[src/rtl/pwin_pkg.sv]
package pwin_pkg;

    localparam int HOST_AW_DEF  = 12;
    localparam int DATA_W_DEF   = 32;
    localparam int INT_AW_DEF   = 32;
    localparam int OFF_W_DEF    = 9;
    localparam int PAGE_OFF_DEF = 'h41C;
    localparam int WIN_BASE_DEF = 'h800;

    // Target of a host access
    typedef enum logic [1:0] {
        TGT_PAGE  = 2'd0,
        TGT_WIN   = 2'd1,
        TGT_LOCAL = 2'd2
    } tgt_e;

endpackage

[src/rtl/pwin_decode.sv]
module pwin_decode
    import pwin_pkg::*;
#(
    parameter int HOST_AW  = HOST_AW_DEF,
    parameter int OFF_W    = OFF_W_DEF,
    parameter int PAGE_OFF = PAGE_OFF_DEF,
    parameter int WIN_BASE = WIN_BASE_DEF
) (
    input  logic [HOST_AW-1:0] addr,
    output tgt_e               tgt
);
    localparam int                 TAG_W   = HOST_AW - OFF_W;
    localparam logic [TAG_W-1:0]   WIN_TAG = TAG_W'(WIN_BASE >> OFF_W);
    localparam logic [HOST_AW-1:0] PG_ADDR = HOST_AW'(PAGE_OFF);

    always_comb begin
        if (addr == PG_ADDR) begin
            tgt = TGT_PAGE;
        end else if (addr[HOST_AW-1:OFF_W] == WIN_TAG) begin
            tgt = TGT_WIN;
        end else begin
            tgt = TGT_LOCAL;
        end
    end
endmodule

[src/rtl/pwin_page_reg.sv]
module pwin_page_reg #(
    parameter int PAGE_W = 23
) (
    input  logic              clk,
    input  logic              rst,
    input  logic              wr_en,
    input  logic [PAGE_W-1:0] wr_page,
    output logic [PAGE_W-1:0] page
);
    always_ff @(posedge clk) begin
        if (rst) begin
            page <= '0;
        end else if (wr_en) begin
            page <= wr_page;
        end
    end
endmodule

[src/rtl/pwin_fwd.sv]
module pwin_fwd #(
    parameter int OFF_W  = 9,
    parameter int PAGE_W = 23,
    parameter int DATA_W = 32
) (
    input  logic                    sel,
    input  logic                    wr,
    input  logic [OFF_W-1:0]        win_off,
    input  logic [DATA_W-1:0]       wdata,
    input  logic [PAGE_W-1:0]       page,
    output logic                    m_valid,
    output logic                    m_write,
    output logic [PAGE_W+OFF_W-1:0] m_addr,
    output logic [DATA_W-1:0]       m_wdata,
    input  logic                    m_ready,
    input  logic [DATA_W-1:0]       m_rdata,
    output logic                    done,
    output logic [DATA_W-1:0]       rdata
);
    always_comb begin
        m_valid = sel;
        m_write = sel & wr;
        m_addr  = {page, win_off};
        m_wdata = sel ? wdata : '0;
        done    = sel & m_ready;
        rdata   = m_rdata;
    end
endmodule

[src/rtl/pwin_bridge.sv]
module pwin_bridge
    import pwin_pkg::*;
#(
    parameter int HOST_AW  = HOST_AW_DEF,
    parameter int DATA_W   = DATA_W_DEF,
    parameter int INT_AW   = INT_AW_DEF,
    parameter int OFF_W    = OFF_W_DEF,
    parameter int PAGE_OFF = PAGE_OFF_DEF,
    parameter int WIN_BASE = WIN_BASE_DEF
) (
    input  logic               clk,
    input  logic               rst,
    input  logic               h_valid,
    input  logic               h_write,
    input  logic [HOST_AW-1:0] h_addr,
    input  logic [DATA_W-1:0]  h_wdata,
    output logic               h_ready,
    output logic [DATA_W-1:0]  h_rdata,
    output logic               m_valid,
    output logic               m_write,
    output logic [INT_AW-1:0]  m_addr,
    output logic [DATA_W-1:0]  m_wdata,
    input  logic               m_ready,
    input  logic [DATA_W-1:0]  m_rdata,
    output logic               l_valid,
    output logic               l_write,
    output logic [HOST_AW-1:0] l_addr,
    output logic [DATA_W-1:0]  l_wdata,
    input  logic               l_ready,
    input  logic [DATA_W-1:0]  l_rdata
);
    localparam int PAGE_W = INT_AW - OFF_W;

    tgt_e               tgt;
    logic               sel_page;
    logic               sel_win;
    logic               sel_loc;
    logic [PAGE_W-1:0]  page;
    logic               win_done;
    logic [DATA_W-1:0]  win_rdata;

    pwin_decode #(
        .HOST_AW (HOST_AW),
        .OFF_W   (OFF_W),
        .PAGE_OFF(PAGE_OFF),
        .WIN_BASE(WIN_BASE)
    ) u_decode (
        .addr(h_addr),
        .tgt (tgt)
    );

    assign sel_page = h_valid && (tgt == TGT_PAGE);
    assign sel_win  = h_valid && (tgt == TGT_WIN);
    assign sel_loc  = h_valid && (tgt == TGT_LOCAL);

    pwin_page_reg #(
        .PAGE_W(PAGE_W)
    ) u_page (
        .clk    (clk),
        .rst    (rst),
        .wr_en  (sel_page && h_write),
        .wr_page(h_wdata[PAGE_W-1:0]),
        .page   (page)
    );

    pwin_fwd #(
        .OFF_W (OFF_W),
        .PAGE_W(PAGE_W),
        .DATA_W(DATA_W)
    ) u_fwd (
        .sel    (sel_win),
        .wr     (h_write),
        .win_off(h_addr[OFF_W-1:0]),
        .wdata  (h_wdata),
        .page   (page),
        .m_valid(m_valid),
        .m_write(m_write),
        .m_addr (m_addr),
        .m_wdata(m_wdata),
        .m_ready(m_ready),
        .m_rdata(m_rdata),
        .done   (win_done),
        .rdata  (win_rdata)
    );

    // Local register port: direct pass of everything outside page and window
    always_comb begin
        l_valid = sel_loc;
        l_write = sel_loc & h_write;
        l_addr  = h_addr;
        l_wdata = sel_loc ? h_wdata : '0;
    end

    // Host response mux
    always_comb begin
        h_ready = 1'b0;
        h_rdata = '0;
        if (h_valid) begin
            case (tgt)
                TGT_PAGE: begin
                    h_ready = 1'b1;
                    h_rdata = DATA_W'(page);
                end
                TGT_WIN: begin
                    h_ready = win_done;
                    h_rdata = win_rdata;
                end
                default: begin
                    h_ready = l_ready;
                    h_rdata = l_rdata;
                end
            endcase
        end
    end
endmodule

[config.mk]
export PLATFORM = sky130hd
export DESIGN_NAME = pwin_bridge
export DESIGN_NICKNAME = d
export VERILOG_FILES = /design/src/rtl/pwin_pkg.sv /design/src/rtl/pwin_decode.sv /design/src/rtl/pwin_page_reg.sv /design/src/rtl/pwin_fwd.sv /design/src/rtl/pwin_bridge.sv
export SDC_FILE = /design/constraint.sdc
export NUM_CORES = 1
export LEC_CHECK = 0
export BUFFER_PORTS_ARGS = -buffer_cell sky130_fd_sc_hd__buf_2
export CAP_MARGIN = 10
export CORE_MARGIN = 4
export CORE_UTILIZATION = 35
export DETAILED_ROUTE_END_ITERATION = 8
export PLACE_DENSITY = 0.8
export SYNTH_ARGS = -nofsm -noshare
export SYNTH_HDL_FRONTEND = slang
export SYNTH_HIERARCHICAL = 1
export SYNTH_SLANG_ARGS = --single-unit
[constraint.sdc]
create_clock -name clk -period 2.19 [get_ports clk]
set_clock_uncertainty 0.1 [all_clocks]
set_input_delay 0.3285 -clock clk [delete_from_list [all_inputs] [get_ports clk]]
set_output_delay 0.3285 -clock clk [all_outputs]
set_load 0.02 [all_outputs]
# ---- Word level (Yosys, flattened, before mapping)
# Index checks and enable logic that the tools add are counted.
# W data, S select, Z words.
dict set report op_classes {
  n_addsub 0
  div 0
  bitwise 3
  mul 0
  mux 8
  n_shift 0
  reduce_logical 5
  magnitude_cmp 0
  eq_ne 4
}
# cell n
set ops {}
lappend ops {{$mux W32} 3}
lappend ops {{$pmux W32 S2} 1}
lappend ops {{$eq A12 B11 Y1 const B} 1}
lappend ops {{$logic_and A1 B1 Y1} 4}
lappend ops {{$mux W2} 2}
lappend ops {{$and A1 B1 Y1} 3}
lappend ops {{$eq A3 B3 Y1 const B} 1}
lappend ops {{$eq A2 B1 Y1 const B} 1}
lappend ops {{$eq A2 B2 Y1 const B} 1}
lappend ops {{$logic_not A2 Y1} 1}
lappend ops {{$pmux W1 S2} 1}
lappend ops {{$mux W1} 1}
dict set report word_totals {
  ram_bits 0
  wordCells 21
  latchBits 0
  register_bits 23
  input_bits 114
  rom_bits 0
  n_memories 0
  output_inout_bits 145
}

# ---- Longest topological paths before layout
# Gate-level depths: netlist (run 1).
dict set report logic_depth {
  depth_word 8
  ltp_mapped 9
  ltp_nobuf 5
}

# ---- By module
# The synthesis (run 1) kept the hierarchy.
# module area_per_inst_um2 seq_area_each_um2 n_inst cells_per_inst
set by_module_without_submodules {}
lappend by_module_without_submodules {pwin_bridge 1351.3 0.0 1 165}
lappend by_module_without_submodules {pwin_page_reg 835.8 460.4 1 74}
lappend by_module_without_submodules {pwin_fwd 758.2 0.0 1 102}
lappend by_module_without_submodules {pwin_decode 58.8 0.0 1 5}

# ---- Worst setup path after synthesis (run 1)
# No wires, ideal clock.
dict set report synth_timing {
  path_type {input to output}
  start {input h_addr[9]}
  end {output h_ready}
  slack_ps -299
  arrival_ps 2060
  path_buffers 2
  cell_stages 7
  cell_sequence {nor4bb_1 -> a31oi_1 -> buf_2 -> buf_4 -> nor3b_1 -> and2_2 -> o311a_1}
}
dict set report synth_via {
  elab_chain_cells 8
  word_cells_on_any_way 10
  classes_between {eq/ne: 3; mux: 4; bitwise: 1; reduce/logical: 2}
}
# element line
set synth_rtl {}
lappend synth_rtl {{start: declaration} pwin_bridge.sv:15} ;# input logic [HOST_AW-1:0] h_addr,
lappend synth_rtl {{$eq A3 B3 Y1} pwin_decode.sv:19} ;# end else if (addr[HOST_AW-1:OFF_W] == WIN_TAG) begin
lappend synth_rtl {{$mux W2} pwin_decode.sv:19}
lappend synth_rtl {{$mux W2 (*)} pwin_decode.sv:17} ;# if (addr == PG_ADDR) begin
lappend synth_rtl {{net tgt[1]} pwin_bridge.sv:34} ;# tgt_e tgt;
lappend synth_rtl {{$eq A2 B1 Y1 (*)} pwin_bridge.sv:53} ;# assign sel_win = h_valid && (tgt == TGT_WIN);
lappend synth_rtl {{$logic_and A1 B1 Y1 (*)} pwin_bridge.sv:53}
lappend synth_rtl {{net sel_win} pwin_bridge.sv:36} ;# logic sel_win;
lappend synth_rtl {{$and A1 B1 Y1 (*)} pwin_fwd.sv:25} ;# done = sel & m_ready;
lappend synth_rtl {{net win_done} pwin_bridge.sv:39} ;# logic win_done;
lappend synth_rtl {{$pmux W1 S2 (*)} pwin_bridge.sv:99} ;# case (tgt)
lappend synth_rtl {{$mux W1 (*)} pwin_bridge.sv:98} ;# if (h_valid) begin
lappend synth_rtl {{end: declaration} pwin_bridge.sv:17} ;# output logic h_ready,
# Mark *: on every way through the listed nets, which the timed path passes. The rest lies on a longest branch.

# ---- Worst setup path after layout (run 1)
dict set report layout_timing {
  start {input h_addr[9]}
  end {output h_rdata[22]}
}
dict set report layout_via {
  elab_chain_cells 6
  word_cells_on_any_way 8
  classes_between {eq/ne: 3; mux: 4; reduce/logical: 1}
}
# element line
set layout_rtl {}
lappend layout_rtl {{$eq A3 B3 Y1} pwin_decode.sv:19}
lappend layout_rtl {{$mux W2} pwin_decode.sv:19}
lappend layout_rtl {{$mux W2 (*)} pwin_decode.sv:17}
lappend layout_rtl {{net tgt[0]} pwin_bridge.sv:34}
lappend layout_rtl {{$eq A2 B1 Y1 / $logic_not A2 Y1 (equally long branches)} pwin_bridge.sv:99}
lappend layout_rtl {{$pmux W32 S2 (*)} pwin_bridge.sv:99}
lappend layout_rtl {{$mux W32 (*)} pwin_bridge.sv:98}
lappend layout_rtl {{end: declaration} pwin_bridge.sv:18} ;# output logic [DATA_W-1:0] h_rdata,
# Marks and branches as above.

==> results.md, run 1 <==
- Largest net degree at the start of global routing: 27
- Hold_ws: 0.2326 ns
- Final min period: 2.201 ns
- Area after DPL: 4010 um2
- Root Driver: clkbuf_8
- Post-Syn Area: 3004 um2
- # IOs: 259
- Vias in the first global route: 3122
- FILL cells: 698
- Arr. time, crit path: 1.77 ns
- CP Cell Sequence: buf_8 > nor3b_4 > buf_6 > buf_4 > mux2_4 > o211a_1 > buf_2
- Slew margin rel.: 69.32%
- Clock Sinks: 23
- Antenna violations before repair: 0
- Avg Vias per Cell: 4.795
- Routed WL per cell: 17.49 um
- Routability Congestion: 0.8272
- Max cap viols: 0
- Horiz. Die Dim: 100.6 um
- Post-synthesis sequential area ratio: 15.33%
- Predominant post-synthesis flop cell: dfxtp_1
- RSZ-0062 raised after global routing: yes
- Initial DRC Count: 46
- Leak: 0.002649 uW
- Synth Net Count: 460
- FF-to-FF setup slack: 1.43 ns
- Failing checks: setup timing
- Dpl hpwl: 8093 um
- Hold path cells: 3
- Clk buf depth: 2
- Final setup margin: -0.01110 ns
- Core area: 8299 um2
- First drt pass iteration count: 4
- Hold Violations, Final: 0
- R2R cell count: 2
- Share of cells above drive strength 1: 72.36%
- Synthesis Warnings: 6
- VDD IR-drop max: 0.1993 mV
- Hold_sp: h_wdata[4]
- GR Overflow Total: 0
- IO Port Bufs: 258
- CTS Buf Count: 3
- Final wirelength: 11260 um
- Worst R2R End: u_page/page[10]$_SDFFE_PP0P_
- Hold endpoint: u_page/page[4]$_SDFFE_PP0P_
- Crit path max-delay family: buffers and inverters
- Crit path required time: 1.76 ns
- Top flop regs: u_page/page (23)
- Max incr delay on CP: 0.35 ns
- Die height: 100.6 um
- Post-synthesis instance total: 346
- Worst Setup Start Kind: primary input
- Rows: 33
- Slowest CP cell: nor3b_4
- Netlist cell types: 28
- Biggest register: u_page/page
- Share of synthesized registers carrying an async set or reset: 0%
- Period utilization: 100.5%
- Clk_lat worst skew: 0.26 ns
- Initial core utilization: 36.20%
- Clock transition at path regs: 0.09 ns
- CTS tree: built
- Final nets: 654
- Post-CTS Hold Buffers: 0
- Tightest Hold Check Type: in2reg
- Mean Syn Cell Area: 8.682 um2
- Die Area: 10130 um2
- Gr usage total: 18.89%
- Max FO, Critical Path: 8
- Setup-failing EPs final: 12
- Fmax: 0.4543 GHz
- Htree depth: 1
- Power Density: 298.9 nW/um2
- Via count: 3088
- Worst Path Buf+Inv: 4
- Ranking of synthesized cells by area: buf_4 19%, dfxtp_1 15%, mux2_4 9.0%, and2_2 8.5%, mux2i_1 7.7%
- First-pass GRT wire length: 15540 um
- P&R area growth vs syn: 61.27%
- Cell taking the most area after synthesis: buf_4
- Synth Register Bits: 23
- FF-to-FF Start: u_page/page[10]$_SDFFE_PP0P_
- Worst setup EP type: primary output
- CP Class: in2out
- Setup TNS: -0.05124 ns
- Outcome: finished with violations
- Synth top area share: 19.49%
- Worst-Margin Slew: 0.4602 ns
- Post-synth EDFFs: 0
- Fin area: 4845 um2
- Antenna cells: 0
- Final-report max-slew violation count: 0
- DRC: 0
- Post-DRT Antenna Nets: 0
- Largest register FFs: 23
-- layout make-up --
class	count	area, um2	share of cell area, %
clock buffers	4	45.04	0.9298
well taps	105	131.4	2.712
repair buffers	292	2235	46.13
flip-flops and latches	23	460.4	9.504
inverters	1	3.754	0.07748
multi-input cells	219	1969	40.65
-- synthesized netlist by cell type, drive strengths merged, types with 6 or more instances --
master and instances:
nand2b 18, or2b 6, mux2i 23, a21boi 9, dfxtp 23, and2 66, nand3b 9, buf 90
mux2 23, nand2 9, clkbuf 13, nor2 23, o211a 23
-- cell usage in the layout, fill, tap and decap left out, types with 2 or more instances in the layout --
master     Yosys  layout
buf_4         78      20
and2_1        32       4
nor4bb_4       0       2
or2b_1         6       6
mux2_2         5       5
mux2i_1       23      23
clkbuf_8       0       3
dfxtp_1       23      23
nand3b_1       9       9
nor3b_4        0       2
a21boi_0       9       4
buf_12         4       7
a21boi_1       0       4
nor4b_4        0       2
and2_4         0      61
buf_2          5     177
nand2_1        9       9
buf_8          0       7
mux2_4        18      18
buf_6          3      78
clkbuf_16      0       3
o211a_1       23      23
nand2b_1      18      18
nor2_1        23      23
-- worst max-delay path by stage --
stage,startpoint,to,slack (ns),depth (start not counted)
floorplan,h_addr[9],m_wdata[0],-0.001,7
global placement,h_addr[0],m_wdata[17],-0.06,7
detailed placement,h_addr[9],m_wdata[25],-0.12,7
CTS,h_addr[10],h_rdata[18],-0.02,7
global route,h_addr[11],m_wdata[8],-0.08,8
finish,h_addr[9],h_rdata[22],-0.01,7
-- report_power, final --
| group | internal, uW | leakage [uW] | total (uW) | switching, uW |
|---|---|---|---|---|
| Combinational | 388 | 0.00244 | 752 | 364 |
| Clock | 130 | 0.0000228 | 269 | 140 |
| Sequential | 423 | 0.000186 | 427 | 4.02 |
| Total | 941 | 0.00265 | 1450 | 507 |
-- per-layer routing --
metal / vias up / wire length (um) / global-route usage [%]
li1: 1453 / - / -
met1: 1451 / 3960 / 20.16
met2: 165 / 6048 / 36.25
met3: 19 / 1082 / 4.360
met4: 0 / 169 / 5.803
met5: - / 0 / 0
-- timing repair --
action / 4_1_cts / 5_1_grt
gates resized for setup: 106 / 107
gates cloned: 1 / 4
pin swaps: 5 / 35
buffers inserted: 3 / 5
endpoints found under the setup margin: 88 / 87
-- cells by family (layout without fill, tap and decap cells) --
logic type	count (synthesis)	in the layout	synth area share (%)
mux	46	46	18.53
compound gates	34	34	10.45
buf+inv	104	297	26.07
flops	23	23	15.33
simple gates	139	139	29.61
-- stage by stage --
stage / total power, uW / instances / setup WS (ns) / utilization, %
3_3_place_gp: 1032 / 627 / -0.06083 / 48.32
4_1_cts: 1348 / 635 / -0.02074 / 53.08
3_5_place_dp: 1045 / 627 / -0.1163 / 48.32
6_report: 1448 / 644 / -0.01110 / 58.37
5_1_grt: 1525 / 644 / -0.07570 / 58.37
2_1_floorplan: 841.9 / 346 / -0.001216 / -
-- worst register-to-register path, stage by stage, from the launching register on --
cell and delay, ns:
dfxtp_1 0.34, mux2i_1 0.14, nor2_1 0.06
Power figures use the tool's default switching activity.
==> inputs of run 2 (changes only) <==
--- a/config.mk
+++ b/config.mk
@@ -5,12 +5,14 @@
 export SDC_FILE = /design/constraint.sdc
 export NUM_CORES = 1
 export LEC_CHECK = 0
+export ABC_AREA = 1
 export BUFFER_PORTS_ARGS = -buffer_cell sky130_fd_sc_hd__buf_2
 export CAP_MARGIN = 10
 export CORE_MARGIN = 4
-export CORE_UTILIZATION = 35
+export CORE_UTILIZATION = 37
 export DETAILED_ROUTE_END_ITERATION = 8
-export PLACE_DENSITY = 0.8
+export PLACE_DENSITY = 0.82
+export SLEW_MARGIN = 20
 export SYNTH_ARGS = -nofsm -noshare
 export SYNTH_HDL_FRONTEND = slang
 export SYNTH_HIERARCHICAL = 1
==> results.md, run 2 <==
- # IOs: 259 (unchanged)
- Clock transition at path regs: 0.08 ns (about the same)
- Worst-Margin Slew: 0.6666 ns (+0.2064 ns)
- Placed Cells: 845 (+35%)
- Clock Sinks: 23 (unchanged)
- Die height: 101.2 um (+0.50%)
- Max FO, Critical Path: 13 (+5)
- Netlist cell types: 18 (-36%)
- Crit path launch: h_addr[7]
- Outcome: completed
- Final min period: 2.105 ns (-0.09572 ns)
- Routability Congestion: 0.8630 (+4.3%)
- Root Driver: clkbuf_8
- Post-CTS Hold Buffers: 0 (unchanged)
- Mean Syn Cell Area: 5.623 um2 (-35%)
- Hold path cells: 5 (+2)
- Routed WL per cell: 12.23 um (-30%)
- Worst Setup Start Kind: primary input
- Worst setup EP type: primary output
- Final nets: 860 (+31%)
- Post-Syn Area: 3211 um2 (+6.9%)
- Hold_sp: h_wdata[6]
- Horiz. Die Dim: 101.2 um (+0.50%)
- CTS Buf Count: 3 (unchanged)
- Dpl hpwl: 8622 um (+6.5%)
- Setup TNS: 0 ns (+0.05124 ns)
- Share of cells above drive strength 1: 42.95% (-29 points)
- Share of synthesized registers carrying an async set or reset: 0% (unchanged)
- Final-report max-slew violation count: 0 (unchanged)
- Clk_lat worst skew: 0.26 ns (about the same)
- Biggest register: u_page/page
- Initial core utilization: 38.49% (+2.3 points)
- CP Class: in2out
- P&R area growth vs syn: 30.67%
- Area after DPL: 4055 um2 (+1.1%)
- Slew margin rel.: 55.51% (-14 points)
- Cell taking the most area after synthesis: nand2_1
- Htree depth: 1 (unchanged)
- Post-synth top cells: 185 x nand2_1, 115 x inv_1, 79 x buf_4
- Antenna violations before repair: 0 (unchanged)
- Arr. time, crit path: 1.68 ns (-0.09 ns)
- Fin cells: 850 (+32%)
- Synth Register Bits: 23 (unchanged)
- Avg Vias per Cell: 4.287 (-11%)
- Post-DRT Antenna Nets: 0 (unchanged)
- Tightest Hold Check Type: in2reg
- Leak: 0.002958 uW (+12%)
- Ranking of synthesized cells by area: nand2_1 22%, buf_4 18%, dfxtp_1 14%, inv_1 13%, nor2_4 10%
- Die Area: 10230 um2 (+1.0%)
- Post-layout util: 50.30% (-8.1 points)
- VDD IR-drop max: 0.1914 mV (-4.0%)
- Largest net degree at the start of global routing: 25 (-7.4%)
- Top flop regs: u_page/page (23)
- FF-to-FF Start: u_page/page[19]$_SDFFE_PP0P_
- Commonest non-fill, non-tap cell in the layout: buf_2
- GR Overflow Total: 0 (unchanged)
- Setup-failing EPs final: 0 (-12)
- Vias in the first global route: 3302 (+5.8%)
- Largest register FFs: 23 (unchanged)
- First-pass GRT wire length: 15680 um (+0.93%)
- Post-synth EDFFs: 0 (unchanged)
- Most frequent cells in the layout: 244 x buf_2, 185 x nand2_1, 115 x inv_1, 54 x nor2_1, 47 x nand3_1
- Crit path required time: 1.76 ns (about the same)
- Hold Violations, Final: 0 (unchanged)
- Fmax: 0.4750 GHz (+4.5%)
- Clk buf depth: 2 (unchanged)
- Synth Net Count: 685 (+49%)
- Synthesis Warnings: 6 (unchanged)
- Core area: 8341 um2 (+0.50%)
- Initial DRC Count: 130 (+180%)
- Post-synthesis sequential area ratio: 14.34% (-0.99 points)
- Via count: 3644 (+18%)
- Most common cell in the netlist: nand2_1
- Max cap viols: 0 (unchanged)
- Post-synthesis instance total: 571 (+65%)
- Synth top area share: 21.63% (+2.1 points)
- Power Density: 314.2 nW/um2 (+5.1%)
- DRC: 0 (unchanged)
- Gr usage total: 18.56% (-0.33 points)
- Tot Pwr: 1318 uW (-9.0%)
- Antenna cells: 0 (unchanged)
- Predominant post-synthesis flop cell: dfxtp_1
- First drt pass iteration count: 4 (unchanged)
- RSZ-0062 raised after global routing: yes
- IO Port Bufs: 258 (unchanged)
- CTS tree: built
- Fin area: 4195 um2 (-13%)
- Final wirelength: 10400 um (-7.7%)
- Rows: 33 (unchanged)
- R2R cell count: 2 (unchanged)
- Period utilization: 96.14% (-4.4 points)
## run 2: logic make-up (layout without fill, tap and decap cells)
family          Yosys count  in the layout  share of synthesized area (%)
compound gates            2              2                         0.3115
simple gates            323            323                          46.57
flops                    23             23                          14.34
buf+inv                 223            397                          38.78
## run 2: power breakdown
group	switching [uW]	internal, uW	leakage (uW)	total, uW
Sequential	7.56	427	0.000186	434
Combinational	386	245	0.00275	631
Clock	127	126	0.0000255	253
## run 2: metal layers
layer,GRT usage [%],up-vias,part of all wire [%]
li1,-,1892,-
met1,25.07,1579,41
met2,32.34,171,49
met3,2.066,2,9.1
met4,2.965,0,0.52
met5,0,-,0
## run 2: worst max-delay path: stages
cell and delay, ns:
buf_2 0.11, nor2_1 0.11, nand2_1 0.09, nor2_2 0.15
a21oi_4 0.10, nor2_2 0.17, buf_6 0.17, nand2_1 0.10
nand3_1 0.08, nand2_1 0.06, inv_1 0.05, buf_2 0.15
## run 2: area by class of cell
cell class / count / area, um2
fill: 892 / 4145
timing repair buffer: 275 / 1567
multi-input combinational: 325 / 1541
sequential: 23 / 460.4
inverter: 118 / 449.2
tap: 105 / 131.4
clock buffer: 3 / 41.29
clock inverter: 1 / 5.005
## run 2: metrics by stage
step           setup WS, ns  hold slack [ns]
6_report            0.08462           0.2783
5_1_grt            -0.03031           0.2912
4_1_cts            0.006684           0.2723
3_5_place_dp        0.02622           0.3814
3_3_place_gp        0.03237           0.3792
2_1_floorplan        0.1079           0.3634
## run 2: final timing paths
check	slack [ns]	to
setup / recovery	0.08	h_rdata[14]
hold reg to reg	0.39	u_page/page[15]$_SDFFE_PP0P_
setup reg to reg	1.49	u_page/page[19]$_SDFFE_PP0P_
hold / removal	0.28	u_page/page[6]$_SDFFE_PP0P_
## run 2: timing repair
action | CTS | global route
endpoints found under the setup margin | 0 | 64
resized for setup | 0 | 23
setup buffers | 0 | 0
